`src/rtl/reduce_pkg.sv`:
```
package reduce_pkg;
  typedef enum logic [1:0] {
    PK_LOAD = 2'd0,
    PK_REQ  = 2'd1,
    PK_RES  = 2'd2,
    PK_RSV  = 2'd3
  } pk_type_e;

  typedef enum logic [1:0] {
    PM_ALLOC  = 2'd0,
    PM_LOOKUP = 2'd1,
    PM_UPDATE = 2'd2
  } pm_op_e;

  typedef enum logic [2:0] {
    ST_IDLE,
    ST_PMREQ,
    ST_PMWAIT,
    ST_SEND,
    ST_PARK,
    ST_FAN
  } disp_state_e;
endpackage

```
`src/rtl/reduce_hash.sv`:
```
module reduce_hash #(
  parameter int PORT_W = 2
) (
  input  logic [PORT_W-1:0] key_name,
  input  logic [PORT_W-1:0] key_ctx,
  output logic [PORT_W-1:0] port
);
  // low bits of name XOR context give the successor sub-queue
  always_comb port = key_name ^ key_ctx;
endmodule

```
`src/rtl/reduce_id_pick.sv`:
```
module reduce_id_pick #(
  parameter int NAME_W  = 8,
  parameter int MAX_IDS = 4,
  localparam int IDX_W  = $clog2(MAX_IDS)
) (
  input  logic [MAX_IDS*NAME_W-1:0] ids,
  input  logic [IDX_W-1:0]          idx,
  output logic [NAME_W-1:0]         id
);
  always_comb begin
    id = '0;
    for (int i = 0; i < MAX_IDS; i++) begin
      if (idx == IDX_W'(i)) id = ids[i*NAME_W +: NAME_W];
    end
  end
endmodule

```
`src/rtl/reduce_dispatch.sv`:
```
module reduce_dispatch
  import reduce_pkg::*;
#(
  parameter int NAME_W  = 8,
  parameter int CTX_W   = 4,
  parameter int DATA_W  = 32,
  parameter int PORTS   = 4,
  parameter int MAX_IDS = 4,
  localparam int PORT_W = $clog2(PORTS),
  localparam int IDX_W  = $clog2(MAX_IDS),
  localparam int CNT_W  = $clog2(MAX_IDS + 1)
) (
  input  logic                      clk,
  input  logic                      rst_n,
  input  logic                      in_valid,
  output logic                      in_ready,
  input  logic                      in_transit,
  input  logic [1:0]                in_type,
  input  logic [NAME_W-1:0]         in_name,
  input  logic [CTX_W-1:0]          in_ctx,
  input  logic [DATA_W-1:0]         in_data,
  output logic                      pm_req_valid,
  input  logic                      pm_req_ready,
  output logic [1:0]                pm_req_op,
  output logic [NAME_W-1:0]         pm_req_name,
  output logic [CTX_W-1:0]          pm_req_ctx,
  output logic [DATA_W-1:0]         pm_req_data,
  input  logic                      pm_rsp_valid,
  input  logic                      pm_rsp_hit,
  input  logic                      pm_rsp_is_value,
  input  logic                      pm_rsp_requested,
  input  logic [DATA_W-1:0]         pm_rsp_value,
  input  logic [CNT_W-1:0]          pm_rsp_id_cnt,
  input  logic [MAX_IDS*NAME_W-1:0] pm_rsp_ids,
  output logic                      ws_valid,
  input  logic                      ws_ready,
  output logic [NAME_W-1:0]         ws_name,
  output logic [CTX_W-1:0]          ws_ctx,
  output logic [DATA_W-1:0]         ws_data,
  output logic                      out_valid,
  input  logic                      out_ready,
  output logic [1:0]                out_type,
  output logic [NAME_W-1:0]         out_name,
  output logic [CTX_W-1:0]          out_ctx,
  output logic [DATA_W-1:0]         out_data,
  output logic [PORT_W-1:0]         out_port
);

  disp_state_e state_q, state_d;

  logic [1:0]                type_q;
  logic [NAME_W-1:0]         name_q;
  logic [CTX_W-1:0]          ctx_q;
  logic [DATA_W-1:0]         data_q;
  logic [DATA_W-1:0]         val_q;
  logic                      res_q, res_d;
  logic                      fan_q, fan_d;
  logic [CNT_W-1:0]          cnt_q;
  logic [IDX_W-1:0]          idx_q, idx_d;
  logic [MAX_IDS*NAME_W-1:0] ids_q;
  logic [NAME_W-1:0]         fan_id;
  logic [CNT_W-1:0]          cnt_clamp;

  logic pkt_en, rsp_take, idx_en;

  assign pkt_en   = in_valid && in_ready;
  assign rsp_take = (state_q == ST_PMWAIT) && pm_rsp_valid;
  assign cnt_clamp = (pm_rsp_id_cnt > CNT_W'(MAX_IDS)) ? CNT_W'(MAX_IDS) : pm_rsp_id_cnt;

  // next-state logic
  always_comb begin
    state_d = state_q;
    res_d   = res_q;
    fan_d   = fan_q;
    idx_d   = idx_q;
    idx_en  = 1'b0;
    unique case (state_q)
      ST_IDLE: begin
        if (in_valid) begin
          res_d = 1'b0;
          if (in_transit || in_type == PK_RSV) state_d = ST_SEND;
          else                                 state_d = ST_PMREQ;
        end
      end
      ST_PMREQ: begin
        if (pm_req_ready) state_d = (type_q == PK_RES) ? ST_IDLE : ST_PMWAIT;
      end
      ST_PMWAIT: begin
        if (pm_rsp_valid) begin
          if (type_q == PK_LOAD) begin
            state_d = pm_rsp_hit ? ST_IDLE : ST_SEND;
          end else if (!pm_rsp_hit) begin
            state_d = ST_SEND;
          end else if (pm_rsp_is_value) begin
            res_d   = 1'b1;
            state_d = ST_SEND;
          end else begin
            fan_d   = !pm_rsp_requested && (cnt_clamp != '0);
            state_d = ST_PARK;
          end
        end
      end
      ST_SEND: begin
        if (out_ready) state_d = ST_IDLE;
      end
      ST_PARK: begin
        if (ws_ready) begin
          idx_d   = '0;
          idx_en  = 1'b1;
          state_d = fan_q ? ST_FAN : ST_IDLE;
        end
      end
      ST_FAN: begin
        if (out_ready) begin
          if (CNT_W'(idx_q) + CNT_W'(1) == cnt_q) begin
            state_d = ST_IDLE;
          end else begin
            idx_d  = idx_q + IDX_W'(1);
            idx_en = 1'b1;
          end
        end
      end
      default: state_d = ST_IDLE;
    endcase
  end

  // state and control registers
  always_ff @(posedge clk or negedge rst_n) begin
    if (!rst_n) begin
      state_q <= ST_IDLE;
      res_q   <= 1'b0;
      fan_q   <= 1'b0;
      idx_q   <= '0;
    end else begin
      state_q <= state_d;
      res_q   <= res_d;
      fan_q   <= fan_d;
      if (idx_en) idx_q <= idx_d;
    end
  end

  // packet and response holding registers, written only on handshakes
  always_ff @(posedge clk or negedge rst_n) begin
    if (!rst_n) begin
      type_q <= '0;
      name_q <= '0;
      ctx_q  <= '0;
      data_q <= '0;
      val_q  <= '0;
      cnt_q  <= '0;
      ids_q  <= '0;
    end else begin
      if (pkt_en) begin
        type_q <= in_type;
        name_q <= in_name;
        ctx_q  <= in_ctx;
        data_q <= in_data;
      end
      if (rsp_take) begin
        val_q <= pm_rsp_value;
        cnt_q <= cnt_clamp;
        ids_q <= pm_rsp_ids;
      end
    end
  end

  reduce_id_pick #(.NAME_W(NAME_W), .MAX_IDS(MAX_IDS)) id_pick_i (
    .ids (ids_q),
    .idx (idx_q),
    .id  (fan_id)
  );

  reduce_hash #(.PORT_W(PORT_W)) hash_i (
    .key_name (out_name[PORT_W-1:0]),
    .key_ctx  (out_ctx[PORT_W-1:0]),
    .port     (out_port)
  );

  // channel drive
  always_comb begin
    in_ready     = (state_q == ST_IDLE);
    pm_req_valid = (state_q == ST_PMREQ);
    unique case (type_q)
      PK_LOAD: pm_req_op = PM_ALLOC;
      PK_REQ:  pm_req_op = PM_LOOKUP;
      default: pm_req_op = PM_UPDATE;
    endcase
    pm_req_name = name_q;
    pm_req_ctx  = ctx_q;
    pm_req_data = data_q;
    ws_valid    = (state_q == ST_PARK);
    ws_name     = name_q;
    ws_ctx      = ctx_q;
    ws_data     = data_q;
    out_valid   = (state_q == ST_SEND) || (state_q == ST_FAN);
    out_ctx     = ctx_q;
    if (state_q == ST_FAN) begin
      out_type = PK_REQ;
      out_name = fan_id;
      out_data = {{(DATA_W-NAME_W){1'b0}}, name_q};
    end else if (res_q) begin
      out_type = PK_RES;
      out_name = name_q;
      out_data = val_q;
    end else begin
      out_type = type_q;
      out_name = name_q;
      out_data = data_q;
    end
  end


  reset_idle_chk: assert property (@(posedge clk) $rose(rst_n) |-> in_ready && !out_valid && !pm_req_valid && !ws_valid);


  one_channel_chk: assert property (@(posedge clk) disable iff (!rst_n)
    $countones({out_valid, pm_req_valid, ws_valid}) <= 1);


  busy_block_chk: assert property (@(posedge clk) disable iff (!rst_n)
    (out_valid || pm_req_valid || ws_valid) |-> !in_ready);


  out_hold_chk: assert property (@(posedge clk) disable iff (!rst_n)
    out_valid && !out_ready |=> out_valid && $stable(out_name) && $stable(out_type) && $stable(out_data) && $stable(out_ctx));


  pm_hold_chk: assert property (@(posedge clk) disable iff (!rst_n)
    pm_req_valid && !pm_req_ready |=> pm_req_valid && $stable(pm_req_op) && $stable(pm_req_name) && $stable(pm_req_data));


  update_done_chk: assert property (@(posedge clk) disable iff (!rst_n)
    pm_req_valid && pm_req_ready && pm_req_op == 2'd2 |=> in_ready);


  port_hash_chk: assert property (@(posedge clk) disable iff (!rst_n)
    out_valid |-> out_port == (out_name[1:0] ^ out_ctx[1:0]));

endmodule

```
`config.mk`:
```
export PLATFORM = sky130hd
export DESIGN_NAME = reduce_dispatch
export DESIGN_NICKNAME = d
export VERILOG_FILES = /design/src/rtl/reduce_pkg.sv /design/src/rtl/reduce_hash.sv /design/src/rtl/reduce_id_pick.sv /design/src/rtl/reduce_dispatch.sv
export SDC_FILE = /design/constraint.sdc
export NUM_CORES = 1
export LEC_CHECK = 0
export ABC_AREA = 1
export BUFFER_PORTS_ARGS = -buffer_cell sky130_fd_sc_hd__buf_2
export CAP_MARGIN = 20
export CORE_MARGIN = 1.5
export CORE_UTILIZATION = 45
export CTS_BUF_LIST = sky130_fd_sc_hd__clkbuf_4
export DETAILED_ROUTE_END_ITERATION = 10
export MAX_ROUTING_LAYER = met4
export PLACE_DENSITY = 0.76
export SETUP_SLACK_MARGIN = 0.4
export SLEW_MARGIN = 20
export SYNTH_ARGS = -nofsm -noshare
export SYNTH_HDL_FRONTEND = slang
export SYNTH_SLANG_ARGS = --single-unit
```
`constraint.sdc`:
```
create_clock -name clk -period 4.7 [get_ports clk]
set_input_delay 1.175 -clock clk [delete_from_list [all_inputs] [get_ports clk]]
set_output_delay 1.175 -clock clk [all_outputs]
set_load 0.02 [all_outputs]
```
==> metrics.md <==
| Metric | Value |
|---|---|
| Outcome | `finished clean` |
| Detailed placement HPWL | `12,800 µm` |
| Final ANT Viol Nets | `0` |
| Crit. Startpoint | `state_q[0]` |
| Slowest Stage Delay on Critical Path | `800 ps` |
| Clock Sink Count | `120` |
| Initial Util | `45.9%` |
| Async set or reset register ratio after synthesis | `100%` |
| Final clock skew | `13.0 ps` |
| Max_slew headroom | `33.5%` |
| Sequential share of the synthesized area | `47.5%` |
| CP max FO | `42` |
| FMAX | `0.244 GHz` |
| RSZ-0062 raised after global routing | `no` |
| Post-Route Setup TNS | `0 ps` |
| MaxCap Viol Count | `0` |
| Critical Path Stages | `4` |
| Largest net degree at the start of global routing | `77` |
| Leakage power | `4.69 nW` |
| Tmin final | `4100 ps` |
| CP endpoint | `out_name[6]` |
| Fin util | `54.4%` |
| Initial DRT Pass Iterations | `5` |
| Max H-tree Level | `4` |
| CTS tree | `done` |
| Die ar. | `14,800 µm²` |
| Postcts setup bufs | `0` |
| Worst Tran Pin Value | `997 ps` |
| Critical path data arrival time | `2930 ps` |
| Vias in the first global route | `5,747` |
| Critical-path top delay cell | `nand3_2` |
| IO buf count | `265` |
| Die width | `122 µm` |
| DR WL/cell | `14.5 µm` |
| Worst hold path class | `reg -> reg` |
| Syn Inst Count | `863` |
| Layout area overhead | `18.5%` |
| Hold Path Cell Cnt | `2` |
| Family with the most delay on the worst path | `simple AND/OR/NAND/NOR gates` |
| Ordered list of cells on the worst path | `nand3_2, buf_4, a22oi_1, buf_2` |
| Synth warnings | `0` |
| DRT iter0 DRCs | `412` |
| Initial antenna violation count | `0` |
| Post-synth EDFFs | `0` |
| Routed WL | `18,200 µm` |
| Endpoints failing hold | `0` |
| Core area | `13,800 µm²` |
| Synthesized Nets | `991` |
| Critical path class | `reg -> out` |
| Slew Limit Fails | `0` |
| Clk pin slew, worst setup/hold paths | `90 ps` |
| DRC | `0` |
| Share of cells above drive strength 1 | `28.4%` |
| Total number of vias | `6,072` |
| Cts bufs inserted | `17` |
| Power Density | `728 nW/µm²` |
| Die Span Y | `122 µm` |
| Clk buf depth | `2` |
| R2r setup slk | `2350 ps` |
| Setup-failing EPs final | `0` |
| Vias per cell | `4.83` |
| R2R depth | `6` |
| Gp weighted congestion | `0.870` |
| Reg2reg start | `state_q[0]` |
| Syn Area/Cell | `7.33 µm²` |
| Post-layout nets | `1,192` |
| Hold_buf cts | `0` |
| Synthesized area | `6320 µm²` |
| Worst Hold Slack | `486 ps` |
| CP required | `3520 ps` |
| I/O Pins | `266` |
| Post-cts sizing count | `0` |
| Worst Setup End Kind | `primary output` |
| Buffers & Inverters on Critical Path | `2` |
| CTS root buf | `clkbuf_4` |
| Grt ovf | `0` |
| Cell variety after synth | `31` |
| Register bit total from synthesis | `120` |
| Top FF cell, synth | `dfrtp_1` |
| Global-route wire length before repair | `28,400 µm` |
| Tcrit/Tclk final | `87.3%` |
| Startpoint Class | `flop` |
| Clock Latency Late Sink | `530 ps` |
| Site Rows | `43` |
| FF-to-FF End | `state_q[2]` |
| Total GRT Usage | `26.0%` |
| Max VDD drop | `0.000530 V` |
-- layer usage --
metal	vias up	wire length (µm)	GRT usage [%]	share of wire, %
met5	-	0	-	0
met4	0	351	10.1	1.9
met3	30	1100	4.82	6.1
met2	248	8970	42.2	49
met1	2805	7770	32.5	43
li1	2989	-	-	-
-- area by class of cell --
class                      instances  area, µm²
antenna                            1       2.50
clock buffer                      21        158
clock inverter                     9       36.3
fill                            1406       6280
inverter                          61        230
multi-input combinational        592       2460
sequential                       120       3000
tap                              180        225
timing repair buffer             272       1380
-- through the flow --
step | instance area [µm²] | instances | setup WS, ps | power, mW
3_3_place_gp | 7290 | 1225 | 1230 | 4.86
3_5_place_dp | 7290 | 1225 | 1190 | 4.91
6_report | 7490 | 1256 | 597 | 5.46
4_1_cts | 7490 | 1255 | 551 | 5.49
2_1_floorplan | 6320 | 863 | 1840 | 4.16
5_1_grt | 7490 | 1255 | 418 | 5.92
-- Yosys cell counts, types with 4 or more instances --
master	count	area share, %
ha_1	4	0.79
inv_1	57	3.4
o21ai_0	16	1.3
buf_2	17	1.3
o211ai_1	6	0.71
a21oi_1	18	1.4
nand2_1	481	29
buf_6	12	2.1
a22oi_1	5	0.59
nand4_1	6	0.59
a31oi_1	8	0.79
buf_4	52	6.2
nand3_1	12	0.95
dfrtp_1	120	47
clkbuf_1	8	0.47
nor2_1	20	1.2
-- flip-flops by register name, indices dropped and copies added, names as in the netlist --
| signal | count |
|---|---|
| cnt_q | 3 |
| fan_q | 1 |
| ids_q | 32 |
| idx_q | 2 |
| out_ctx | 4 |
| pm_req_data | 32 |
| pm_req_name | 8 |
| res_q | 1 |
| state_q | 3 |
| type_q | 2 |
| val_q | 32 |
-- worst min-delay path by stage --
stage          startpoint        end  slack [ps]
2_1_floorplan   ids_q[17]  ids_q[17]         440
3_3_place_gp    val_q[24]  val_q[24]         460
3_5_place_dp    val_q[13]  val_q[13]         460
4_1_cts         val_q[25]  val_q[25]         490
5_1_grt          val_q[4]   val_q[4]         500
6_report        val_q[25]  val_q[25]         490
-- layout by cell type, fill, tap and decap left out, types with 5 or more instances in the layout --
master,n
inv_1,56
o211ai_1,6
dfrtp_1,120
nand3_1,11
buf_4,8
a21oi_1,18
o21ai_0,16
nor2_1,20
clkbuf_4,21
a31oi_1,8
a22oi_1,5
nand2_1,480
buf_2,264
clkinv_1,8
nand4_1,6
-- report_power, final --
group / switching (mW) / leakage, nW / internal [mW] / total (mW)
clock network: 0.361 / 0.115 / 0.212 / 0.573
logic: 2.01 / 3.07 / 0.965 / 2.97
registers: 0.410 / 1.50 / 1.50 / 1.91
-- logic make-up after synthesis --
kind of cell | after synthesis | share of synthesized area [%]
buffers and inverters | 151 | 13.8
adder cells (fa/ha/maj) | 4 | 0.791
XOR/XNOR | 1 | 0.139
AO/OA/AOI/OAI | 61 | 5.64
flip-flops | 120 | 47.5
AND/OR/NAND/NOR | 526 | 32.1
-- worst reg2reg max path, cell delays in order, from the launching register on --
cell     delay, ps
dfrtp_1        590
nand3_2        800
inv_1          400
nand2_1        180
nand3_1        180
nand2_1         70
nand2_1         80
Note: power is estimated with default switching activity, not from simulation.
